File: src/rtl/i2cw_pkg.sv
package i2cw_pkg;

    localparam int FRAME_SLOTS = 27;

    typedef struct packed {
        logic [6:0] dev;
        logic [7:0] reg_addr;
        logic [7:0] value;
    } wr_frame_t;

    typedef enum logic [1:0] {
        SL_IDLE,
        SL_START,
        SL_BIT,
        SL_STOP
    } slot_e;

    // Serial image of one frame; a 1 in an acknowledge position means "release".
    function automatic logic [FRAME_SLOTS-1:0] frame_bits(wr_frame_t f);
        return {f.dev, 1'b0, 1'b1, f.reg_addr, 1'b1, f.value, 1'b1};
    endfunction

    function automatic logic is_ack_slot(logic [4:0] idx);
        return (idx == 5'd8) || (idx == 5'd17) || (idx == 5'd26);
    endfunction

endpackage

File: src/rtl/i2cw_fifo.sv
module i2cw_fifo #(
    parameter int DEPTH = 4,
    parameter int W     = 23
) (
    input  logic         clk,
    input  logic         rst,
    input  logic         push,
    input  logic [W-1:0] din,
    input  logic         pop,
    input  logic         flush,
    output logic [W-1:0] dout,
    output logic         empty,
    output logic         full
);
    localparam int AW = (DEPTH > 1) ? $clog2(DEPTH) : 1;
    localparam int CW = $clog2(DEPTH + 1);

    logic [W-1:0]  mem [DEPTH];
    logic [AW-1:0] rp, wp;
    logic [CW-1:0] cnt;
    logic          do_push, do_pop;

    assign empty   = (cnt == '0);
    assign full    = (cnt == CW'(DEPTH));
    assign do_push = push && !full && !flush;
    assign do_pop  = pop && !empty && !flush;
    assign dout    = mem[rp];

    function automatic logic [AW-1:0] nxt(logic [AW-1:0] p);
        return (p == AW'(DEPTH - 1)) ? '0 : p + 1'b1;
    endfunction

    always_ff @(posedge clk) begin
        if (do_push) mem[wp] <= din;
    end

    always_ff @(posedge clk) begin
        if (rst || flush) begin
            rp  <= '0;
            wp  <= '0;
            cnt <= '0;
        end else begin
            if (do_push) wp <= nxt(wp);
            if (do_pop)  rp <= nxt(rp);
            if (do_push && !do_pop)      cnt <= cnt + 1'b1;
            else if (do_pop && !do_push) cnt <= cnt - 1'b1;
        end
    end
endmodule

File: src/rtl/i2cw_phase_gen.sv
module i2cw_phase_gen #(
    parameter int CLK_DIV = 15
) (
    input  logic       clk,
    input  logic       rst,
    input  logic       run,
    output logic       tick,
    output logic [1:0] phase
);
    localparam int CW = $clog2(CLK_DIV);
    localparam int B1 = CLK_DIV / 4;
    localparam int B2 = CLK_DIV / 2;
    localparam int B3 = (3 * CLK_DIV) / 4;

    logic [CW-1:0] cnt;

    always_ff @(posedge clk) begin
        if (rst || !run)               cnt <= '0;
        else if (cnt == CW'(CLK_DIV-1)) cnt <= '0;
        else                           cnt <= cnt + 1'b1;
    end

    always_comb begin
        tick  = run && ((cnt == '0) || (cnt == CW'(B1)) ||
                        (cnt == CW'(B2)) || (cnt == CW'(B3)));
        if (cnt == '0)          phase = 2'd0;
        else if (cnt == CW'(B1)) phase = 2'd1;
        else if (cnt == CW'(B2)) phase = 2'd2;
        else                    phase = 2'd3;
    end
endmodule

File: src/rtl/i2cw_engine.sv
module i2cw_engine
    import i2cw_pkg::*;
(
    input  logic       clk,
    input  logic       rst,
    input  logic       tick,
    input  logic [1:0] phase,
    input  logic       start_req,
    input  logic       chain,
    input  logic       q_empty,
    input  wr_frame_t  q_head,
    input  logic       sda_in,
    output logic       q_pop,
    output logic       q_flush,
    output logic       scl_oe,
    output logic       sda_oe,
    output logic       busy,
    output logic       done,
    output logic       nack_error
);
    slot_e                  slot;
    logic [4:0]             idx;
    logic [FRAME_SLOTS-1:0] bits;
    logic                   from_idle, chain_r;
    logic                   advance, nack_hit, chain_next, reload_idle;

    always_comb begin
        advance     = tick && (phase == 2'd3);
        nack_hit    = advance && (slot == SL_BIT) && is_ack_slot(idx) && sda_in;
        chain_next  = advance && (slot == SL_BIT) && (idx == 5'd26) &&
                      chain_r && !q_empty && !nack_hit;
        reload_idle = advance && (slot == SL_STOP) && !q_empty;
        q_pop       = start_req || chain_next || reload_idle;
        q_flush     = nack_hit;
    end

    always_ff @(posedge clk) begin
        if (rst) begin
            slot       <= SL_IDLE;
            idx        <= '0;
            bits       <= '0;
            from_idle  <= 1'b0;
            chain_r    <= 1'b0;
            scl_oe     <= 1'b0;
            sda_oe     <= 1'b0;
            busy       <= 1'b0;
            done       <= 1'b0;
            nack_error <= 1'b0;
        end else begin
            done <= 1'b0;
            if (start_req) begin
                slot       <= SL_START;
                from_idle  <= 1'b1;
                bits       <= frame_bits(q_head);
                chain_r    <= chain;
                busy       <= 1'b1;
                nack_error <= 1'b0;
            end else if (tick) begin
                case (phase)
                    2'd0: scl_oe <= !((slot == SL_START) && from_idle);
                    2'd1: begin
                        if (slot == SL_STOP)       sda_oe <= 1'b1;
                        else if (slot == SL_START) sda_oe <= 1'b0;
                        else                       sda_oe <= !bits[FRAME_SLOTS-1];
                    end
                    2'd2: scl_oe <= 1'b0;
                    default: begin
                        case (slot)
                            SL_START: begin
                                sda_oe <= 1'b1;
                                slot   <= SL_BIT;
                                idx    <= '0;
                            end
                            SL_BIT: begin
                                if (nack_hit) begin
                                    nack_error <= 1'b1;
                                    slot       <= SL_STOP;
                                end else if (idx == 5'd26) begin
                                    if (chain_next) begin
                                        slot      <= SL_START;
                                        from_idle <= 1'b0;
                                        bits      <= frame_bits(q_head);
                                    end else begin
                                        slot <= SL_STOP;
                                    end
                                end else begin
                                    idx  <= idx + 1'b1;
                                    bits <= bits << 1;
                                end
                            end
                            SL_STOP: begin
                                sda_oe <= 1'b0;
                                if (reload_idle) begin
                                    slot      <= SL_START;
                                    from_idle <= 1'b1;
                                    bits      <= frame_bits(q_head);
                                end else begin
                                    slot <= SL_IDLE;
                                    busy <= 1'b0;
                                    done <= 1'b1;
                                end
                            end
                            default: slot <= SL_IDLE;
                        endcase
                    end
                endcase
            end
        end
    end
endmodule

File: src/rtl/i2cw_master.sv
module i2cw_master
    import i2cw_pkg::*;
#(
    parameter int CLK_DIV = 15,
    parameter int DEPTH   = 4
) (
    input  logic       clk,
    input  logic       rst,
    input  logic       push,
    input  logic [6:0] push_dev,
    input  logic [7:0] push_reg,
    input  logic [7:0] push_val,
    input  logic       go,
    input  logic       chain,
    input  logic       sda_in,
    output logic       scl_oe,
    output logic       sda_oe,
    output logic       busy,
    output logic       done,
    output logic       nack_error
);
    localparam int FW = $bits(wr_frame_t);

    wr_frame_t  in_fr, head;
    logic       q_empty, q_full, q_pop, q_flush;
    logic       tick, start_req;
    logic [1:0] phase;

    assign in_fr     = '{dev: push_dev, reg_addr: push_reg, value: push_val};
    assign start_req = go && !busy && !q_empty;

    i2cw_fifo #(.DEPTH(DEPTH), .W(FW)) u_queue (
        .clk   (clk),
        .rst   (rst),
        .push  (push),
        .din   (in_fr),
        .pop   (q_pop),
        .flush (q_flush),
        .dout  (head),
        .empty (q_empty),
        .full  (q_full)
    );

    i2cw_phase_gen #(.CLK_DIV(CLK_DIV)) u_phase (
        .clk   (clk),
        .rst   (rst),
        .run   (busy),
        .tick  (tick),
        .phase (phase)
    );

    i2cw_engine u_engine (
        .clk        (clk),
        .rst        (rst),
        .tick       (tick),
        .phase      (phase),
        .start_req  (start_req),
        .chain      (chain),
        .q_empty    (q_empty),
        .q_head     (head),
        .sda_in     (sda_in),
        .q_pop      (q_pop),
        .q_flush    (q_flush),
        .scl_oe     (scl_oe),
        .sda_oe     (sda_oe),
        .busy       (busy),
        .done       (done),
        .nack_error (nack_error)
    );

    logic unused_full;
    assign unused_full = q_full;
endmodule

File: config.mk
export PLATFORM = sky130hd
export DESIGN_NAME = i2cw_master
export DESIGN_NICKNAME = d
export VERILOG_FILES = /design/src/rtl/i2cw_pkg.sv /design/src/rtl/i2cw_fifo.sv /design/src/rtl/i2cw_phase_gen.sv /design/src/rtl/i2cw_engine.sv /design/src/rtl/i2cw_master.sv
export SDC_FILE = /design/constraint.sdc
export NUM_CORES = 1
export LEC_CHECK = 0
export BUFFER_PORTS_ARGS = -buffer_cell sky130_fd_sc_hd__buf_2
export CAP_MARGIN = 40
export CORE_MARGIN = 8
export CORE_UTILIZATION = 35
export DETAILED_ROUTE_END_ITERATION = 8
export SYNTH_ARGS = -nofsm -noshare
export SYNTH_HDL_FRONTEND = slang
export SYNTH_SLANG_ARGS = --single-unit
File: constraint.sdc
create_clock -name clk -period 7.15 [get_ports clk]
set_clock_uncertainty 0.2 [all_clocks]
set_input_delay 1.0725 -clock clk [delete_from_list [all_inputs] [get_ports clk]]
set_output_delay 1.0725 -clock clk [all_outputs]
set_load 0.05 [all_outputs]
* Word level (Yosys, flattened, before mapping) *
Memories as Yosys holds them, arrays and structs flattened. A register that Yosys moved wholly into a read port is not among the register bits.
Cells that the tools add are included.

word-level totals
  register bits after elaboration = 52
  latch bits = 0
  bits in writable memories = 92
  bits in read-only memories = 0
  bits of input ports = 29
  output and inout port bits = 5
  word-level logic and storage cells = 169
  memories kept = 1

memory list
  name         words  width  read ports  clocked after memory_dff  wr ports  RTL line         text
  u_queue.mem  4      23     1           1                         1         i2cw_fifo.sv:18  logic [W-1:0] mem [DEPTH];

operators by class
  $add $sub $neg = 6
  multipliers = 0
  divide/modulo/power cells = 0
  magnitude comparators = 0
  equal/unequal tests = 29
  shift operators = 0
  multiplexer cells = 49
  bitwise operators = 5
  reduce and logical (&&, ||, !) cells = 63

operators by type and width
  cell                count
  $mux 27             7
  $pmux 27 s2         1
  $mux 1              22
  $logic_and 1x1->1   20
  $mux 2              9
  $reduce_and 6->1    3
  $eq 2x2->1 const B  6
  $reduce_and 4->1    3
  $reduce_bool 2->1   6
  $eq 5x5->1 const B  2
  $mux 5              2
  $pmux 5 s2          1
  $logic_or 1x1->1    9
  $ne 3x2->1 const B  3
  $reduce_and 3->1    3
  $eq 4x4->1 const B  2
  $logic_not 1->1     8
  $pmux 1 s2          4
  $reduce_and 7->1    1
  $reduce_or 7->1     1
  $mux 3              2
  $ne 2x1->1 const B  3
  $ne 3x1->1 const B  2
  $pmux 2 s3          1
  other kinds (21)    31

* Longest topological paths before layout *
Gate-level depths: netlist of the first run.

  depth after elaboration = 18
  mapped depth = 13
  depth with buffers taken out = 13

* Hierarchy *
A second synthesis of the first run with hierarchy kept.

second synthesis, totals
  cell total of the unflattened synthesis = 440
  area, all modules = 6,302.3 µm²

modules (own cells, without submodules)
  module          times used  cells an instance  area each (µm²)  seq. area each (µm²)
  i2cw_fifo       1           171                3,806.2          2,942.8
  i2cw_engine     1           241                2,243.4          820.8
  i2cw_phase_gen  1           27                 240.2            80.1
  i2cw_master     1           1                  12.5             0.0

* Least setup slack after synthesis of the first run *
No wires, ideal clock.

  path kind = input to register
  start point = input go
  end point = register u_queue.cnt[2]
  library setup time = 0.115 ns
  arrival = 2.723 ns
  data required time = 6.835 ns
  path slack = 4.112 ns
  stages = 10
  path buffers = 0
  cell sequence = nor3b_1 > a311o_1 > nand2_1 > ha_1 > inv_1 > fa_1 > xor2_1 > nor2_1 > xnor2_1 > nor2_1

on the way
  longest elaborated chain between the ends = 9
  elaborated cells on any way between the ends = 11
  those cells by class = mux (1); reduce/logical (10)

RTL lines
  what                                                RTL line           text
  start: declaration                                  i2cw_master.sv:13  input logic go,
  $logic_and 1x1->1 (*) (2 in series)                 i2cw_master.sv:30  assign start_req = go && !busy && !q_empty;
  $logic_or 1x1->1 (*) (2 in series)                  i2cw_engine.sv:33  q_pop = start_req || chain_next || reload_idle;
  $logic_and 1x1->1 (*) (2 in series)                 i2cw_fifo.sv:26    assign do_pop = pop && !empty && !flush;
  $logic_not 1->1                                     i2cw_fifo.sv:45    if (do_push && !do_pop) cnt <= cnt + 1'b1;
  $logic_and 1x1->1                                   i2cw_fifo.sv:45
  $mux 3 / $reduce_bool 2->1 (equally long branches)  n/a
  end signal: assignment                              i2cw_fifo.sv:45
  end signal: assignment                              i2cw_fifo.sv:46    else if (do_pop && !do_push) cnt <= cnt - 1'b1;
  end: declaration                                    i2cw_fifo.sv:20    logic [CW-1:0] cnt;

Every way passes the cells marked *; elsewhere a longest branch is shown, timed or not.
A chain may end at the register's enable or synchronous reset.

* Worst setup path after layout of the first run *
  start point = register u_phase.cnt[0]
  end point = register u_queue.cnt[2]

on the way
  longest elaborated chain between the ends = 18
  elaborated cells on any way between the ends = 35
  those cells by class = eq/ne (4); mux (4); reduce/logical (27)

RTL lines
  what                                                         RTL line                                             text
  start: declaration                                           i2cw_phase_gen.sv:15                                 logic [CW-1:0] cnt;
  start signal: assignment                                     i2cw_phase_gen.sv:20                                 else cnt <= cnt + 1'b1;
  $eq 4x3->1, or another cell as far along                     i2cw_phase_gen.sv:25, i2cw_phase_gen.sv:28
  $mux 1 / $logic_or 1x1->1 (equally long branches)            i2cw_phase_gen.sv:28, i2cw_phase_gen.sv:24
  $mux 2 / $logic_or 1x1->1 (equally long branches)            i2cw_phase_gen.sv:27, i2cw_phase_gen.sv:24
  $mux 2 / $logic_or 1x1->1 (equally long branches)            i2cw_phase_gen.sv:26, i2cw_phase_gen.sv:25
  $eq 2x2->1 / $logic_and 1x1->1 (equally long branches)       i2cw_engine.sv:28, i2cw_phase_gen.sv:24
  $logic_and 1x1->1 (*)                                        i2cw_engine.sv:28                                    advance = tick && (phase == 2'd3);
  $logic_and 1x1->1                                            i2cw_engine.sv:29, i2cw_engine.sv:30
  $logic_and 1x1->1, on equally long branches (2 in series)    i2cw_engine.sv:30, i2cw_engine.sv:29
  $logic_and 1x1->1 / $logic_not 1->1 (equally long branches)  i2cw_engine.sv:31, i2cw_fifo.sv:25, i2cw_fifo.sv:26
  $logic_and 1x1->1                                            i2cw_engine.sv:31                                    chain_r && !q_empty && !nack_hit;
  $logic_or 1x1->1 (2 in series)                               i2cw_engine.sv:33
  $logic_and 1x1->1 (2 in series)                              i2cw_fifo.sv:26
  $logic_not 1->1                                              i2cw_fifo.sv:45
  $logic_and 1x1->1                                            i2cw_fifo.sv:45
  $mux 3 / $reduce_bool 2->1 (equally long branches)           n/a

Marks and branches as above.

==> flow_summary.json, run 1 <==
{
  "post_cts_resized": 0,
  "holdWs_ns": 0.273,
  "dp_hpwl_um": 7710,
  "critPathMaxFanout": 15,
  "wl_per_cell_um": 16.3,
  "num-nets-final": 550,
  "seqPwrFrac_pct": 43.9,
  "drive_above_1_share_pct": 23.0,
  "cap_violations": 0,
  "grt_overflow": 0,
  "rsz0062_at_grt": "false",
  "postCtsSetupBuffers": 0,
  "vias_per_cell": 5.09,
  "hold_viol_final": 0,
  "rrSetupSlack_ns": 4.05,
  "ant_nets": 0,
  "p_per_area_mw_per_mm2": 332,
  "fp.dieH_um": 150,
  "crit_start": "u_phase.cnt[0]",
  "drt-initial-drc-count": 301,
  "ys_seq_area_share_pct": 61.4,
  "ys_seq_elements": 146,
  "drv_slew": 0,
  "ys.flop_type": "edfxtp_1",
  "antenna_cells": 0,
  "max_freq_mhz": 323,
  "final.setup.tns_ns": 0,
  "ys_types": 50,
  "r2r-start": "u_phase.cnt[0]",
  "ios": 34,
  "track_usage_pct": 11.6,
  "intPower_uw": 1750,
  "p_leak_uw": 0.00246,
  "rows": 49,
  "drc": 0,
  "fin_crit_ns": 3.10,
  "worstSetupEndpoint": "u_queue.cnt[2]",
  "cpPeakStageDelay_ns": 0.39,
  "switchingPower_uw": 661,
  "routabilityCongestion": 0.791,
  "clk-insertion-delay-late_ns": 0.42,
  "io_buffers": 33,
  "syn-mean-instance-area_sq_um": 13.4,
  "antenna_found_initial": 0,
  "cts_buffers": 17,
  "n_fill_cell": 1662,
  "vias": 3805,
  "cts-root-buf": "clkbuf_16",
  "wirelength_um": 12200,
  "synth-async-reset-ratio_pct": 0,
  "grt_pass1_vias": 3952,
  "clockBufferDepth": 2,
  "syn-num-nets": 509,
  "worstPathArrival_ns": 3.20,
  "cts_sinks": 146,
  "mappedNetlistArea_sq_mm": 0.00626,
  "crit_type": "reg2reg",
  "cts_tree": "done",
  "yosys_warnings": 0,
  "status": "finished, final reports clean",
  "required_ns": 7.26,
  "layout_common_cells": "edfxtp_1 (92), dfxtp_1 (54), nand2_1 (40)",
  "cts.htree.levels": 4,
  "cts-hold-fix-buffers": 0,
  "path_cells": "ha_1 > nand4b_4 > nor2_1 > a21oi_1 > nand2_1 > ha_1 > inv_1 > fa_1 > xor2_1 > nor2_1 > xnor2_1 > nor2_1",
  "final_common_cell": "edfxtp_1",
  "ir_drop_uv": 187,
  "grt_max_degree": 44,
  "start_util_pct": 35.2,
  "clkPwrFrac_pct": 36.6,
  "dieArea_sq_mm": 0.0224,
  "synth_edf_count": 92,
  "grt_pass1_wl_um": 20200,
  "slew_headroom_pct": 52.6,
  "cp_common_cell": "nor2_1",
  "regArea_sq_mm": 0.00384,
  "worst_pin_slew_ns": 0.710,
  "worstHoldPathType": "reg2reg",
  "syn_to_final_growth_pct": 16.2,
  "r2r_cells": 12,
  "first_pass_iters": 5,
  "netSwitchingFraction_pct": 27.4,
  "core_region_area_sq_mm": 0.0178,
  "path_clk_slew_ns": 0.05,
  "r2r-end": "u_queue.cnt[2]",
  "fin_crit_sh_pct": 43.3,
  "cpMaxStageDelayCell": "nor2_1",
  "die_w_um": 150,
  "synthCells": 466,
  "end_kind": "flop",
  "multi_input_area_sq_mm": 0.00219,
  "setup_viol": 0,
  "p_comb_share_pct": 19.5,
  "start_kind": "flop"
}
==> logic make-up (layout without fill, tap and decap cells) <==
| group | count (synthesis) | in the layout | synth area share [%] |
|---|---|---|---|
| DFF | 146 | 146 | 61.4 |
| adders and majority gates | 14 | 14 | 2.92 |
| AOI/OAI and AO/OA | 95 | 95 | 12.2 |
| and+or+nand+nor | 117 | 117 | 9.08 |
| muxes | 33 | 33 | 9.88 |
| buffers and inverters | 55 | 107 | 3.68 |
| xor gates and xnor gates | 6 | 6 | 0.840 |
==> how the worst min path moves through the flow <==
stage / from / endpoint / slack [ns] / depth (start not counted)
after floorplan: u_phase.cnt[0] / u_phase.cnt[0] / 0.23 / 1
after global placement: u_phase.cnt[0] / u_phase.cnt[0] / 0.24 / 1
after detailed placement: u_phase.cnt[0] / u_phase.cnt[0] / 0.27 / 1
after CTS: u_phase.cnt[0] / u_phase.cnt[0] / 0.28 / 1
after global routing: u_engine.nack_error / u_engine.nack_error / 0.31 / 1
final: u_phase.cnt[0] / u_phase.cnt[0] / 0.27 / 1
==> cell type report <==
| class | count | share of cell area, % |
|---|---|---|
| tap | 229 | 3.94 |
| multi-input combinational | 265 | 30.1 |
| clock inverter | 13 | 2.22 |
| timing repair buffer | 43 | 3.30 |
| clock buffer | 17 | 5.85 |
| inverter | 34 | 1.75 |
| sequential | 146 | 52.8 |
==> synthesized netlist by cell type (all sizes together) (2+ instances only) <==
master  count  area (sq um)
edfxtp     92          2760
dfxtp      54          1080
nand2      40           150
nor2       39           146
a21oi      37           185
inv        34           128
mux4       23           518
o221ai     23           320
ha         13           163
o21ai      13          65.1
clkbuf     12          45.0
mux2i      10           100
buf         9          57.6
nand3       6          30.0
and2        4          25.0
or3         4          25.0
and4b       3          30.0
nand4       3          18.8
nor3        3          15.0
nor3b       3          22.5
o211ai      3          27.5
o21a        3          22.5
o31a        3          26.3
xnor2       3          26.3
xor2        3          26.3
a211oi      2          20.0
nand2b      2          12.5
nand4b      2          32.5
o211a       2          20.0
o31ai       2          15.0
or4         2          15.0
==> routing by layer <==
| layer | global-route usage (%) | share of wire, % |
|---|---|---|
| met1 | 14.5 | 45 |
| met2 | 18.8 | 48 |
| met3 | 3.51 | 4.8 |
| met4 | 4.45 | 1.6 |
| met5 | 0 | 0 |
==> worst max-delay path: cells and delay by family, from the launching register on <==
kind	cells	cell delay, ns
AOI/OAI and AO/OA	1	0.16
buffers and inverters	1	0.07
DFF	1	0.37
adders and majority gates	3	0.93
xor gates and xnor gates	2	0.28
and+or+nand+nor	5	0.99
==> sequential cells by signal, summed over array words and instances (netlist names), 2 cells and up, named ones only <==
name and cells:
u_engine.idx 5, u_engine.bits 27, u_engine.slot 2, u_phase.cnt 4, u_queue.cnt 3, u_queue.mem 92
u_queue.wp 2, u_queue.rp 2
==> per-stage QoR <==
stage	power [uW]	utilization (%)	cell area [sq um]	std cells	setup slack, ns
CTS	2440	40.9	7270	747	4.08
finish	2410	40.9	7270	747	4.05
global placement	1540	37.6	6690	717	3.88
detailed placement	1550	37.6	6690	717	3.79
floorplan	1430	-	6260	466	4.11
global route	2540	40.9	7270	747	3.74
==> power groups by stage <==
stage / clock (uW) / combinational, uW / sequential, uW
floorplan: 0 / 355 / 1070
global placement: 0 / 464 / 1070
detailed placement: 0 / 477 / 1080
CTS: 902 / 480 / 1060
global route: 938 / 532 / 1070
finish: 882 / 471 / 1060
(Power assumes the default switching activity.)
==> run 2, diff against run 1 <==
--- a/config.mk
+++ b/config.mk
@@ -5,6 +5,7 @@
 export SDC_FILE = /design/constraint.sdc
 export NUM_CORES = 1
 export LEC_CHECK = 0
+export ABC_AREA = 1
 export BUFFER_PORTS_ARGS = -buffer_cell sky130_fd_sc_hd__buf_2
 export CAP_MARGIN = 40
 export CORE_MARGIN = 8
==> constraint.sdc (replaced) <==
create_clock -name clk -period 2.8 [get_ports clk]
set_clock_uncertainty 0.2 [all_clocks]
set_input_delay 0.42 -clock clk [delete_from_list [all_inputs] [get_ports clk]]
set_output_delay 0.42 -clock clk [all_outputs]
set_load 0.05 [all_outputs]
==> run 2 against run 1 <==
Worst hold slack got worse by 0.25 ns. Critical path type unchanged. Clock power increased to 2.7 times the previous value. Largest cell class unchanged. Design area increased by 10%. Die area increased by 6.1%. Highest routed layer unchanged. Wire length increased by 20%. Critical path depth increased by 4.
==> flow_summary.json, run 2 <==
{
  "fin_crit_ns": 2.54,
  "antenna_found_initial": 0,
  "track_usage_pct": 12.8,
  "synth_edf_count": 92,
  "largestRegisters": "u_queue.mem: 92 flops, u_engine.bits: 27 flops, u_engine.idx: 5 flops",
  "clockBufferDepth": 2,
  "clk-insertion-delay-late_ns": 0.42,
  "synth_top_cells_by_count": "nor2_1 (178), nand2_1 (130), o21ai_0 (100)",
  "cts_buffers": 17,
  "utilization_pct": 42.8,
  "ios": 34,
  "r2r_cells": 16,
  "cts_sinks": 146,
  "cap_violations": 0,
  "start_kind": "flop",
  "regMostFlops": "u_queue.mem",
  "start_util_pct": 35.7,
  "slew_headroom_pct": 65.9,
  "grt_pass1_vias": 4838,
  "path_clk_slew_ns": 0.07,
  "synthTopCellsByArea": "edfxtp_1 (41%), dfxtp_1 (16%), nor2_1 (10%)",
  "worstHoldPathType": "in2reg",
  "num-nets-final": 862,
  "ys_seq_area_share_pct": 57.5,
  "end_kind": "flop",
  "status": "finished, final reports clean",
  "drive_above_1_share_pct": 12.7,
  "p_leak_uw": 0.00321,
  "synth-async-reset-ratio_pct": 0,
  "hold_path_end": "u_queue.mem[0][9]",
  "setup_viol": 0,
  "vias": 5090,
  "r2r-end": "u_queue.cnt[2]",
  "routabilityCongestion": 0.822,
  "io_buffers": 33,
  "grt_max_degree": 47,
  "use_met2_pct": 21.0,
  "drt-initial-drc-count": 271,
  "grt-busiest-layer": "met2",
  "final.setup.tns_ns": 0,
  "dieArea_sq_mm": 0.0238,
  "die_w_um": 154,
  "drv_slew": 0,
  "fin_crit_sh_pct": 90.7,
  "ys_seq_elements": 146,
  "hold_depth": 1,
  "r2r-start": "u_engine.idx[0]",
  "cts-root-buf": "clkbuf_16",
  "largest_reg_flops": 92,
  "setup_slack_ns": 0.261,
  "holdWs_ns": 0.0269,
  "first_pass_iters": 5,
  "final_common_cell": "nor2_1",
  "syn-mean-instance-area_sq_um": 8.75,
  "fp.dieH_um": 154,
  "dp_hpwl_um": 8640,
  "wirelength_um": 14600,
  "max_freq_mhz": 394,
  "p_per_area_mw_per_mm2": 865,
  "ant_nets": 0,
  "met3_usage_pct": 2.98,
  "mappedNetlistArea_sq_mm": 0.00669,
  "ys.flop_type": "edfxtp_1",
  "grt_use_met1_pct": 16.0,
  "synth_top_area_share_pct": 41.3,
  "required_ns": 2.91,
  "critPathMaxFanout": 7,
  "worst_pin_slew_ns": 0.511,
  "vias_per_cell": 4.77,
  "drc": 0,
  "wl_per_cell_um": 13.7,
  "hold_viol_final": 0,
  "preCtsSetupSlack_ns": 0.135,
  "core_region_area_sq_mm": 0.0187,
  "worstPathArrival_ns": 2.64,
  "rrSetupSlack_ns": 0.26,
  "report.power.total_uw": 6930,
  "antenna_cells": 0,
  "cts_tree": "done",
  "crit_type": "reg2reg",
  "grt_overflow": 0,
  "syn-num-nets": 807,
  "yosysMostFrequentCell": "nor2_1",
  "ys_types": 37,
  "synthCells": 764,
  "n_fill_cell": 1814,
  "layout_common_cells": "nor2_1 (174), nand2_1 (130), o21ai_0 (99)",
  "cts.htree.levels": 4,
  "ir_drop_uv": 613,
  "syn_to_final_growth_pct": 19.7,
  "yosys_warnings": 0,
  "rows": 50,
  "worstHoldStart": "push_reg[1]",
  "grt_pass1_wl_um": 24300,
  "yosys.area.top_type": "edfxtp_1"
}
run 2: cell count changes after synthesis, sizes merged, moves of 23 or more:
cell	previous run	this run
mux4	23	0
o21ai	13	122
inv	34	65
o221ai	23	0
nand2	40	135
nor2	39	181
run 2: worst max-delay path, stage by stage, from the launching register on:
cell and delay (ns):
dfxtp_4 0.38, inv_1 0.06, ha_1 0.21, nand2_1 0.10
nand2_1 0.05, nor2_1 0.09, nor2_1 0.07, nand2_2 0.11
nand2_1 0.09, inv_1 0.06, ha_1 0.13, inv_1 0.07
fa_2 0.35, a21oi_1 0.15, o21ai_1 0.09, xor2_1 0.16
nor2_1 0.05
run 2: cell families (layout without fill, tap and decap cells):
logic type                 count (synthesis)  in the layout  synth area share [%]
DFF                                      146            146                  57.5
adders and majority gates                 14             14                  2.73
buffers and inverters                     99            167                  6.10
and+or+nand+nor                          350            350                  21.6
AOI/OAI and AO/OA                        151            151                  11.5
xor gates and xnor gates                   4              4                 0.524
run 2: layout make-up:
cell class / instances / area (sq um) / share of cell area (%)
clock buffers: 17 / 425 / 5.31
clock inverters: 15 / 195 / 2.44
inverters: 66 / 248 / 3.09
multi-input cells: 519 / 2450 / 30.6
flip-flops and latches: 146 / 3850 / 48.1
well taps: 234 / 293 / 3.66
repair buffers: 69 / 546 / 6.81
run 2: power breakdown:
group	internal, uW	switching, uW
registers	2600	119
logic	577	1230
clock network	1430	974
total	4610	2320
run 2: how the worst max path moves through the flow:
stage,from,cells after the start,end
final,u_engine.idx[0],16,u_queue.cnt[2]
after global routing,u_engine.idx[0],16,u_queue.cnt[2]
after CTS,u_engine.idx[0],16,u_queue.cnt[2]
after detailed placement,u_engine.idx[0],16,u_queue.cnt[2]
after global placement,u_engine.idx[0],16,u_queue.cnt[2]
after floorplan,u_engine.idx[0],9,u_queue.mem[0][0]
run 2: metrics by stage:
stage,instances,area [sq um]
2_1_floorplan,764,6690
3_3_place_gp,1014,7180
3_5_place_dp,1014,7180
4_1_cts,1065,7990
5_1_grt,1066,8010
6_report,1066,8010
run 2: layer usage:
| layer | vias up | wire length [um] |
|---|---|---|
| li1 | 2611 | - |
| met1 | 2353 | 6970 |
| met2 | 108 | 6710 |
| met3 | 18 | 703 |
| met4 | 0 | 222 |
| met5 | - | 0 |
run 2: repair_timing:
item	in CTS	in global routing
resized for setup	0	6
endpoints found under the hold margin	68	0
buffers inserted	0	1
hold buffers	19	0
endpoints found under the setup margin	0	1
==> run 3, diff against run 2 <==
--- a/config.mk
+++ b/config.mk
@@ -9,8 +9,11 @@
 export BUFFER_PORTS_ARGS = -buffer_cell sky130_fd_sc_hd__buf_2
 export CAP_MARGIN = 40
 export CORE_MARGIN = 8
-export CORE_UTILIZATION = 35
+export CORE_UTILIZATION = 51
 export DETAILED_ROUTE_END_ITERATION = 8
+export HOLD_SLACK_MARGIN = 0.03
+export PLACE_DENSITY = 0.71
+export SKIP_LAST_GASP = 1
 export SYNTH_ARGS = -nofsm -noshare
 export SYNTH_HDL_FRONTEND = slang
 export SYNTH_SLANG_ARGS = --single-unit
==> run 3 against run 2 <==
Non-clock buffer count increased by 6. Worst hold slack improved by 0.064 ns. Sequential share of layout area increased by 0.32 points. Largest cell class unchanged. Highest routed layer unchanged. Register-to-register slack got worse by 0.05 ns. Worst setup slack got worse by 0.050 ns.
==> flow_summary.json, run 3 (same netlist as run 2, synthesis figures left out) <==
{
  "drv_slew": 0,
  "grt_max_degree": 48,
  "p_per_area_mw_per_mm2": 846,
  "status": "finished, final reports clean",
  "required_ns": 2.90,
  "worst_pin_slew_ns": 0.671,
  "num-nets-final": 868,
  "layout_common_cells": "nor2_1 (173), nand2_1 (129), o21ai_0 (99)",
  "worstPathArrival_ns": 2.69,
  "drt-initial-drc-count": 392,
  "postLayoutCellArea_sq_mm": 0.00795,
  "ios": 34,
  "slew_headroom_pct": 55.1,
  "ir_drop_uv": 777,
  "dp_hpwl_um": 8830,
  "antenna_found_initial": 0,
  "regMostFlops": "u_queue.mem",
  "cpPeakStageDelay_ns": 0.43,
  "die_w_um": 131,
  "critical_path_depth": 14,
  "cts-root-buf": "clkbuf_16",
  "cap_violations": 0,
  "first_pass_iters": 5,
  "syn_to_final_growth_pct": 18.9,
  "routabilityCongestion": 0.852,
  "drive_above_1_share_pct": 12.5,
  "fin_crit_sh_pct": 92.5,
  "fp.dieH_um": 131,
  "r2r-end": "u_queue.cnt[2]",
  "r2r-start": "u_engine.idx[1]",
  "dieArea_sq_mm": 0.0170,
  "wirelength_um": 14100,
  "cpMaxStageDelayCell": "dfxtp_1",
  "path_clk_slew_ns": 0.06,
  "antenna_cells": 0,
  "rrSetupSlack_ns": 0.21,
  "crit_start": "u_engine.idx[1]",
  "grt_overflow": 0,
  "rows": 42,
  "p_leak_uw": 0.00321,
  "start_kind": "flop",
  "vias_per_cell": 5.07,
  "fin_crit_ns": 2.59,
  "cts_sinks": 146,
  "crit_type": "reg2reg",
  "vias": 5142,
  "cts_buffers": 17,
  "setup_slack_ns": 0.211,
  "r2r_cells": 14,
  "start_util_pct": 51.3,
  "worstHoldPathType": "in2reg",
  "largestRegisters": "u_queue.mem: 92 flops, u_engine.bits: 27 flops, u_engine.idx: 5 flops",
  "max_freq_mhz": 386,
  "drc": 0,
  "io_buffers": 33,
  "cts.htree.levels": 4,
  "final_common_cell": "nor2_1",
  "grt_pass1_wl_um": 23500,
  "critPathMaxFanout": 6,
  "hold_viol_final": 0,
  "clk-insertion-delay-late_ns": 0.42,
  "core_region_area_sq_mm": 0.0130,
  "end_kind": "flop",
  "holdWs_ns": 0.0908,
  "path_cells": "ha_1 > nand2_2 > nand3_1 > nand2_1 > nand3_2 > nand2_1 > nor2_2 > ha_1 > inv_1 > fa_1 > a21oi_1 > o21ai_1 > xor2_1 > nor2_1",
  "worstSetupEndpoint": "u_queue.cnt[2]",
  "track_usage_pct": 17.7,
  "path_buf_inv": 1,
  "largest_reg_flops": 92,
  "report.power.total_uw": 6720,
  "preCtsSetupSlack_ns": 0.0930,
  "cts_tree": "done",
  "wl_per_cell_um": 13.9,
  "ant_nets": 0,
  "grt_pass1_vias": 5041,
  "timing.critical_path.max_delay_family": "adder cells",
  "clockBufferDepth": 2,
  "setup_viol": 0,
  "placed_area_sq_mm": 0.00709
}
## run 3: cell type report
cell class | instances | area (sq um)
clock buffer | 17 | 425
clock inverter | 15 | 155
fill | 1103 | 5080
inverter | 66 | 248
multi-input combinational | 519 | 2450
sequential | 146 | 3850
tap | 176 | 220
timing repair buffer | 75 | 603
## run 3: worst min-delay path by stage
stage | to | cells past startpoint | slack [ns] | from
4_1_cts | u_engine.idx[2] | 2 | 0.07 | rst
3_5_place_dp | u_phase.cnt[0] | 1 | 0.24 | u_phase.cnt[0]
6_report | u_engine.idx[2] | 2 | 0.09 | rst
2_1_floorplan | u_phase.cnt[0] | 1 | 0.22 | u_phase.cnt[0]
5_1_grt | u_engine.idx[2] | 2 | 0.09 | rst
3_3_place_gp | u_phase.cnt[0] | 1 | 0.23 | u_phase.cnt[0]
## run 3: per-layer routing
metal | vias up | part of all wire [%] | GRT usage (%)
li1 | 2631 | - | -
met1 | 2386 | 44 | 20.7
met2 | 105 | 50 | 30.5
met3 | 20 | 4.3 | 4.46
met4 | 0 | 1.8 | 7.29
met5 | - | 0 | 0
## run 3: repair_timing
action                                 in CTS  in global routing
gates resized for setup                     0                  5
setup buffers                               0                  4
setup endpoints to repair                   0                  1
endpoints found under the hold margin      93                  0
hold buffers                               24                  0
## run 3: power breakdown
part	switching, uW	total, uW	internal (uW)
logic	1220	1800	587
registers	120	2720	2600
clock network	889	2210	1320
total	2220	6720	4500
## run 3: stage by stage
| stage | std cells | utilization (%) | setup TNS [ns] |
|---|---|---|---|
| 3_5_place_dp | 954 | 54.4 | 0 |
| 6_report | 1014 | 61.0 | 0 |
| 2_1_floorplan | 764 | - | -1.41 |
| 5_1_grt | 1014 | 61.0 | -0.00580 |
| 4_1_cts | 1010 | 60.7 | 0 |
| 3_3_place_gp | 954 | 54.4 | 0 |
## run 3: worst register-to-register path, cell delays in order, from the launching register on
cell and delay, ns:
dfxtp_1 0.43, ha_1 0.23, nand2_2 0.08, nand3_1 0.10
nand2_1 0.09, nand3_2 0.10, nand2_1 0.08, nor2_2 0.12
ha_1 0.15, inv_1 0.07, fa_1 0.38, a21oi_1 0.14
o21ai_1 0.09, xor2_1 0.16, nor2_1 0.06
